File: src/rtl/dmach_pkg.sv
package dmach_pkg;
  localparam int SZ_WID_LSB = 12;

  localparam logic [1:0] MODE_OFF   = 2'd0;
  localparam logic [1:0] MODE_CHAIN = 2'd1;

  typedef enum logic [1:0] {
    VIS_IDLE = 2'd0,
    VIS_DESC = 2'd1,
    VIS_WAIT = 2'd2,
    VIS_XFER = 2'd3
  } dmach_vis_e;

  typedef enum logic [2:0] {
    PH_IDLE, PH_FREQ, PH_FWAIT, PH_CHECK,
    PH_RREQ, PH_RWAIT, PH_WREQ, PH_END
  } dmach_phase_e;

  function automatic dmach_vis_e vis_of(input dmach_phase_e p);
    case (p)
      PH_IDLE:                     return VIS_IDLE;
      PH_FREQ, PH_FWAIT:           return VIS_DESC;
      PH_RREQ, PH_WREQ:            return VIS_XFER;
      default:                     return VIS_WAIT;
    endcase
  endfunction
endpackage

File: src/rtl/dmach_size_decode.sv
module dmach_size_decode
  import dmach_pkg::*;
#(
  parameter int CNT_W = 12,
  parameter logic [CNT_W-1:0] LIM_NARROW = 'h3FF,
  parameter logic [CNT_W-1:0] LIM_WIDE   = 'h7FF
) (
  input  logic [SZ_WID_LSB+1:0] size_word_i,
  output logic [1:0]            unit_log2_o,
  output logic [CNT_W-1:0]      count_o,
  output logic                  bad_o
);
  always_comb begin
    count_o = size_word_i[CNT_W-1:0];
    case (size_word_i[SZ_WID_LSB+1:SZ_WID_LSB])
      2'd3: begin unit_log2_o = 2'd0; bad_o = (count_o > LIM_NARROW); end
      2'd2: begin unit_log2_o = 2'd1; bad_o = (count_o > LIM_NARROW); end
      2'd0: begin unit_log2_o = 2'd2; bad_o = (count_o > LIM_WIDE);   end
      default: begin unit_log2_o = 2'd0; bad_o = 1'b1; end
    endcase
  end
endmodule

File: src/rtl/dmach_addr_walk.sv
module dmach_addr_walk #(
  parameter int AW    = 32,
  parameter int CNT_W = 12
) (
  input  logic             clk,
  input  logic             rst_n,
  input  logic             load_i,
  input  logic [AW-1:0]    addr_i,
  input  logic [CNT_W-1:0] count_i,
  input  logic             step_i,
  input  logic [1:0]       unit_log2_i,
  output logic [AW-1:0]    addr_o,
  output logic             last_o
);
  logic [AW-1:0]    addr_q;
  logic [CNT_W-1:0] left_q;

  always_ff @(posedge clk or negedge rst_n) begin
    if (!rst_n) begin
      addr_q <= '0;
      left_q <= '0;
    end else if (load_i) begin
      addr_q <= addr_i;
      left_q <= count_i;
    end else if (step_i) begin
      addr_q <= addr_q + (AW'(1) << unit_log2_i);
      left_q <= left_q - CNT_W'(1);
    end
  end

  assign addr_o = addr_q;
  assign last_o = (left_q == CNT_W'(1));
endmodule

File: src/rtl/dmach_channel.sv
module dmach_channel
  import dmach_pkg::*;
#(
  parameter int AW    = 32,
  parameter int DW    = 32,
  parameter int CNT_W = 12,
  parameter logic [CNT_W-1:0] LIM_NARROW = 'h3FF,
  parameter logic [CNT_W-1:0] LIM_WIDE   = 'h7FF
) (
  input  logic          clk,
  input  logic          rst_n,
  input  logic [1:0]    mode_i,
  input  logic          dir_i,
  input  logic          start_i,
  input  logic [AW-1:0] cfg_dev_addr_i,
  input  logic [AW-1:0] cfg_mem_addr_i,
  input  logic [DW-1:0] cfg_size_i,
  input  logic [AW-1:0] cfg_next_i,
  output logic          mreq_valid_o,
  input  logic          mreq_ready_i,
  output logic          mreq_write_o,
  output logic [AW-1:0] mreq_addr_o,
  output logic [DW-1:0] mreq_wdata_o,
  output logic [1:0]    mreq_size_o,
  input  logic          mrsp_valid_i,
  output logic          mrsp_ready_o,
  input  logic [DW-1:0] mrsp_data_i,
  output logic [1:0]    state_o,
  output logic          done_o,
  output logic          err_o
);
  dmach_phase_e  phase_q;
  logic          sg_q, dir_q, err_q;
  logic [AW-1:0] dev_q, mem_q, next_q, base_q;
  logic [DW-1:0] size_q, data_q;
  logic [1:0]    idx_q;

  logic [1:0]       unit_log2;
  logic [CNT_W-1:0] dec_count;
  logic             dec_bad;
  logic [AW-1:0]    walk_addr;
  logic             walk_last;
  logic             req_fire;

  dmach_size_decode #(.CNT_W(CNT_W), .LIM_NARROW(LIM_NARROW), .LIM_WIDE(LIM_WIDE)) u_dec (
    .size_word_i (size_q[SZ_WID_LSB+1:0]),
    .unit_log2_o (unit_log2),
    .count_o     (dec_count),
    .bad_o       (dec_bad)
  );

  dmach_addr_walk #(.AW(AW), .CNT_W(CNT_W)) u_walk (
    .clk         (clk),
    .rst_n       (rst_n),
    .load_i      (phase_q == PH_CHECK),
    .addr_i      (mem_q),
    .count_i     (dec_count),
    .step_i      (phase_q == PH_WREQ && mreq_ready_i),
    .unit_log2_i (unit_log2),
    .addr_o      (walk_addr),
    .last_o      (walk_last)
  );

  assign req_fire = mreq_valid_o && mreq_ready_i;

  always_ff @(posedge clk or negedge rst_n) begin
    if (!rst_n) begin
      phase_q <= PH_IDLE;
      sg_q    <= 1'b0;
      dir_q   <= 1'b0;
      err_q   <= 1'b0;
      dev_q   <= '0;
      mem_q   <= '0;
      next_q  <= '0;
      base_q  <= '0;
      size_q  <= '0;
      data_q  <= '0;
      idx_q   <= '0;
    end else begin
      if (start_i && phase_q != PH_IDLE) err_q <= 1'b1;
      if (phase_q != PH_IDLE && mode_i == MODE_OFF) begin
        phase_q <= PH_IDLE;
      end else begin
        case (phase_q)
          PH_IDLE: if (start_i && mode_i != MODE_OFF) begin
            err_q <= 1'b0;
            dir_q <= dir_i;
            sg_q  <= (mode_i == MODE_CHAIN);
            if (mode_i == MODE_CHAIN) begin
              base_q  <= {cfg_next_i[AW-1:2], 2'b00};
              idx_q   <= '0;
              phase_q <= PH_FREQ;
            end else begin
              dev_q   <= cfg_dev_addr_i;
              mem_q   <= cfg_mem_addr_i;
              size_q  <= cfg_size_i;
              next_q  <= cfg_next_i;
              phase_q <= PH_CHECK;
            end
          end
          PH_FREQ: if (req_fire) phase_q <= PH_FWAIT;
          PH_FWAIT: if (mrsp_valid_i) begin
            case (idx_q)
              2'd0: dev_q  <= mrsp_data_i[AW-1:0];
              2'd1: mem_q  <= mrsp_data_i[AW-1:0];
              2'd2: size_q <= mrsp_data_i;
              default: next_q <= mrsp_data_i[AW-1:0];
            endcase
            idx_q   <= idx_q + 2'd1;
            phase_q <= (idx_q == 2'd3) ? PH_CHECK : PH_FREQ;
          end
          PH_CHECK: begin
            if (dec_bad) begin
              err_q   <= 1'b1;
              phase_q <= PH_IDLE;
            end else begin
              phase_q <= (dec_count == '0) ? PH_END : PH_RREQ;
            end
          end
          PH_RREQ: if (req_fire) phase_q <= PH_RWAIT;
          PH_RWAIT: if (mrsp_valid_i) begin
            data_q  <= mrsp_data_i;
            phase_q <= PH_WREQ;
          end
          PH_WREQ: if (req_fire) phase_q <= walk_last ? PH_END : PH_RREQ;
          default: begin
            if (sg_q && next_q[1]) begin
              base_q  <= {next_q[AW-1:2], 2'b00};
              idx_q   <= '0;
              phase_q <= PH_FREQ;
            end else begin
              phase_q <= PH_IDLE;
            end
          end
        endcase
      end
    end
  end

  always_comb begin
    mreq_valid_o = (phase_q == PH_FREQ) || (phase_q == PH_RREQ) || (phase_q == PH_WREQ);
    mreq_write_o = (phase_q == PH_WREQ);
    mreq_wdata_o = data_q;
    mreq_size_o  = (phase_q == PH_FREQ) ? 2'd2 : unit_log2;
    case (phase_q)
      PH_FREQ: mreq_addr_o = base_q + {{(AW-4){1'b0}}, idx_q, 2'b00};
      PH_RREQ: mreq_addr_o = dir_q ? walk_addr : dev_q;
      default: mreq_addr_o = dir_q ? dev_q : walk_addr;
    endcase
  end

  assign mrsp_ready_o = (phase_q == PH_IDLE) || (phase_q == PH_FWAIT) || (phase_q == PH_RWAIT);
  assign done_o       = (phase_q == PH_END) && next_q[0];
  assign err_o        = err_q;
  assign state_o      = vis_of(phase_q);
endmodule

File: config.mk
export PLATFORM = sky130hd
export DESIGN_NAME = dmach_channel
export DESIGN_NICKNAME = d
export VERILOG_FILES = /design/src/rtl/dmach_pkg.sv /design/src/rtl/dmach_size_decode.sv /design/src/rtl/dmach_addr_walk.sv /design/src/rtl/dmach_channel.sv
export SDC_FILE = /design/constraint.sdc
export NUM_CORES = 1
export LEC_CHECK = 0
export CAP_MARGIN = 20
export CORE_MARGIN = 10
export CORE_UTILIZATION = 30
export DETAILED_ROUTE_END_ITERATION = 10
export DONT_BUFFER_PORTS = 1
export SKIP_CTS_REPAIR_TIMING = 1
export SYNTH_ARGS = -nofsm -noshare
export SYNTH_HDL_FRONTEND = slang
export SYNTH_HIERARCHICAL = 1
export SYNTH_SLANG_ARGS = --single-unit
File: constraint.sdc
create_clock -name clk -period 3.72 [get_ports clk]
set_input_delay 0.372 -clock clk [delete_from_list [all_inputs] [get_ports clk]]
set_output_delay 0.372 -clock clk [all_outputs]
set_load 0.1 [all_outputs]
==> impl_results.md <==
* H-tree Lvls at 1
* Die width at 223 um
* Final WL at 45400 um
* CP max stage cell: nor3_1
* R2R depth at 8
* CP top delay family: simple AND/OR/NAND/NOR gates
* Vert. Die Dim at 223 um
* Tot GR Track Use at 17.0%
* Ys flop type: dfrtp_1
* Initial Util at 30.3%
* Register area share after synthesis at 45.4%
* Setup TNS at 0 ps
* Levels on crit path at 7
* Failing checks: negative hold slack
* Full die area at 49700 um^2
* DRC viols at 0
* Commonest non-fill, non-tap cells in the layout: a21oi_1, dfrtp_1, nor2_1
* Reg2reg setup slack at 910 ps
* Worst rel slew slack at 36.1%
* Syn-to-layout area delta at 22.9%
* Post-synthesis async set-or-reset flop share at 100%
* Share of cells above drive strength 1 at 13.6%
* Area share of the largest cell type after synthesis at 45.4%
* Global route overflow at 0
* Clk_skew at 9.15 ps
* Commonest non-fill, non-tap cell in the layout: a21oi_1
* DR WL/cell at 22.8 um
* First-pass iteration count of the detailed router at 7
* Hold Violations, Final at 225
* Status: finished, violations left
* Yosys warning count at 6
* CTS tree: done
* Slew Limit Fails at 0
* Area of the mapped netlist at 12300 um^2
* Largest net degree at the start of global routing at 225
* Critical Path AT at 3040 ps
* Row count at 74
* Final setup viols at 0
* Crit path kind: register to primary output
* Clock latency at the later pin of the worst-skew pair at 550 ps
* Synthesized instance count at 1407
* Clk pin slew, worst setup/hold paths at 60 ps
* Core area at 40700 um^2
* Top cells by area, synth: dfrtp_1, a21oi_1, nor2_1, a221oi_1, nand2_1
* Top cell type by total area after synthesis: dfrtp_1
* Ratio of final minimum period to clock period at 91.7%
* Vias/cell at 5.65
* Antenna violations before repair at 7
* Syn_nets at 1591
* Clock tree buffer depth at 3
* Element type at the critical path start: register
* RSZ-0062 raised after global routing: no
* Worst setup path startpoint: idx_q[1]$_DFFE_PN0P_
* Max Clk Rate at 293 MHz
* DR vias at 11300
* Mean Syn Cell Area at 8.78 um^2
* NumNets Final at 1627
* Slew @ Worst Pin at 956 ps
* Vias in the first global route at 10400
* Buf/Inv on CP at 1
* Critical Path Fanout Max at 6
* I/O Pins at 241
* Post-DP HPWL at 31800 um
* Slowest stage delay, CP at 510 ps
* Clock root buffer master: clkbuf_16
* CP Data Required Time at 3350 ps
* DR iter-0 viols at 1130
* Post-route antenna net violation count at 0
* Cts bufs inserted at 27
* Max Cap Viol at 0
* Yosys cell types at 63
* # port buffers at 0
* Worst R2R Start: size_q[13]$_DFFE_PN0P_
* CTS sink cnt at 224
* Global-route wire length before repair at 65800 um
* Post-synth EDFFs at 0
* Crit-path cells: ha_1 -> a21oi_1 -> nor3_1 -> nand4_1 -> xor2_1 -> o22ai_2 -> buf_12
* Crit end category: primary output
* FF+latch count, synth at 224
* Period minus WS final at 3410 ps
* WHS at -470 ps
* GP Congestion at 0.879
* Worst hold path class: input pin to async pin
==> area by class of cell <==
type | instances | area [um^2]
Sequential cell | 224 | 5610
Inverter | 22 | 82.6
Fill cell | 4059 | 25600
Tap cell | 532 | 666
Clock buffer | 35 | 746
Multi-Input combinational cell | 1040 | 6390
Timing Repair Buffer | 128 | 1560
Clock inverter | 8 | 105
Antenna cell | 4 | 10.0
==> metal layers <==
metal  vias up  track usage [%]  share of wire (%)
li1       5190                -                  -
met1      5561             21.5                 42
met5         -                0              0.090
met2       416             26.6                 46
met4         6             6.56                3.4
met3        82             4.98                7.9
==> flip-flops by register name, summed over array words and instances (netlist names) <==
register	cells
base_q	30
dev_q	32
dir_q	1
err_o	1
idx_q	2
mem_q	32
mreq_wdata_o	32
next_q	32
phase_q	3
sg_q	1
size_q	14
u_walk/addr_o	32
u_walk/left_q	12
==> through the flow <==
step | hold slack, ps | instance area [um^2] | std cells | setup WS [ps] | utilization [%]
after floorplan | 76.4 | 12300 | 1407 | 216 | -
after global placement | 84.4 | 13600 | 1879 | 858 | 33.5
after detailed placement | 84.6 | 13600 | 1880 | 824 | 33.5
after CTS | -501 | 14500 | 1923 | 245 | 35.6
after global routing | -489 | 15200 | 1993 | 113 | 37.2
final | -470 | 15200 | 1993 | 310 | 37.2
==> cells in the mapped netlist, types with 2 or more instances <==
library cell and count:
nand3b_1 2, o211ai_1 3, o31ai_1 21, or2_2 4, mux2_1 6, nor4b_1 2
a21oi_2 4, o21ai_1 3, clkbuf_1 91, nand4_1 20, a31oi_1 53, nor2_1 190
o21ai_0 33, nor2b_1 6, buf_4 12, a21oi_1 229, a21o_1 2, nand2_1 112
nor3_2 3, or4_1 25, a22o_1 2, and3_1 39, a211o_1 2, buf_2 16
nor3_1 20, dfrtp_1 224, inv_1 22, nand2b_1 2, o22ai_1 28, xnor2_1 21
and4_1 6, ha_1 14, xor2_1 22, nor3b_1 3, a211oi_1 2, or3_1 6
and2_1 5, fa_1 2, mux2i_1 4, nor4_1 4, a221oi_1 63, nand3_1 27
mux2_2 32
==> logic make-up after synthesis <==
group | count (synthesis) | synth area share [%]
buffers and inverters | 143 | 4.94
AO/OA/AOI/OAI | 454 | 22.3
XOR/XNOR | 43 | 3.05
adder cells (fa/ha/maj) | 16 | 1.74
flip-flops | 224 | 45.4
multiplexers | 42 | 3.79
AND/OR/NAND/NOR | 485 | 18.8
==> worst reg2reg max path, delay by kind of cell, from the launching register on <==
kind                     cells  cell delay (ps)
AO/OA/AOI/OAI                2              260
adder cells (fa/ha/maj)      1              270
buffers and inverters        1              160
flip-flops                   1              400
AND/OR/NAND/NOR              4             1630
==> worst paths after layout <==
kind                                                  to
min reg2reg                u_walk/addr_o[10]$_DFFE_PN0P_
max in group asynchronous   u_walk/left_q[8]$_DFFE_PN0P_
max                                      mreq_addr_o[31]
max reg2reg                u_walk/addr_o[28]$_DFFE_PN0P_
min                         mreq_wdata_o[10]$_DFFE_PN0P_
min in group clk                   base_q[4]$_DFFE_PN0P_
Power is left out: the tool's default activity adds up to more than one toggle a clock period on the data nets, which glitch-free logic cannot reach.
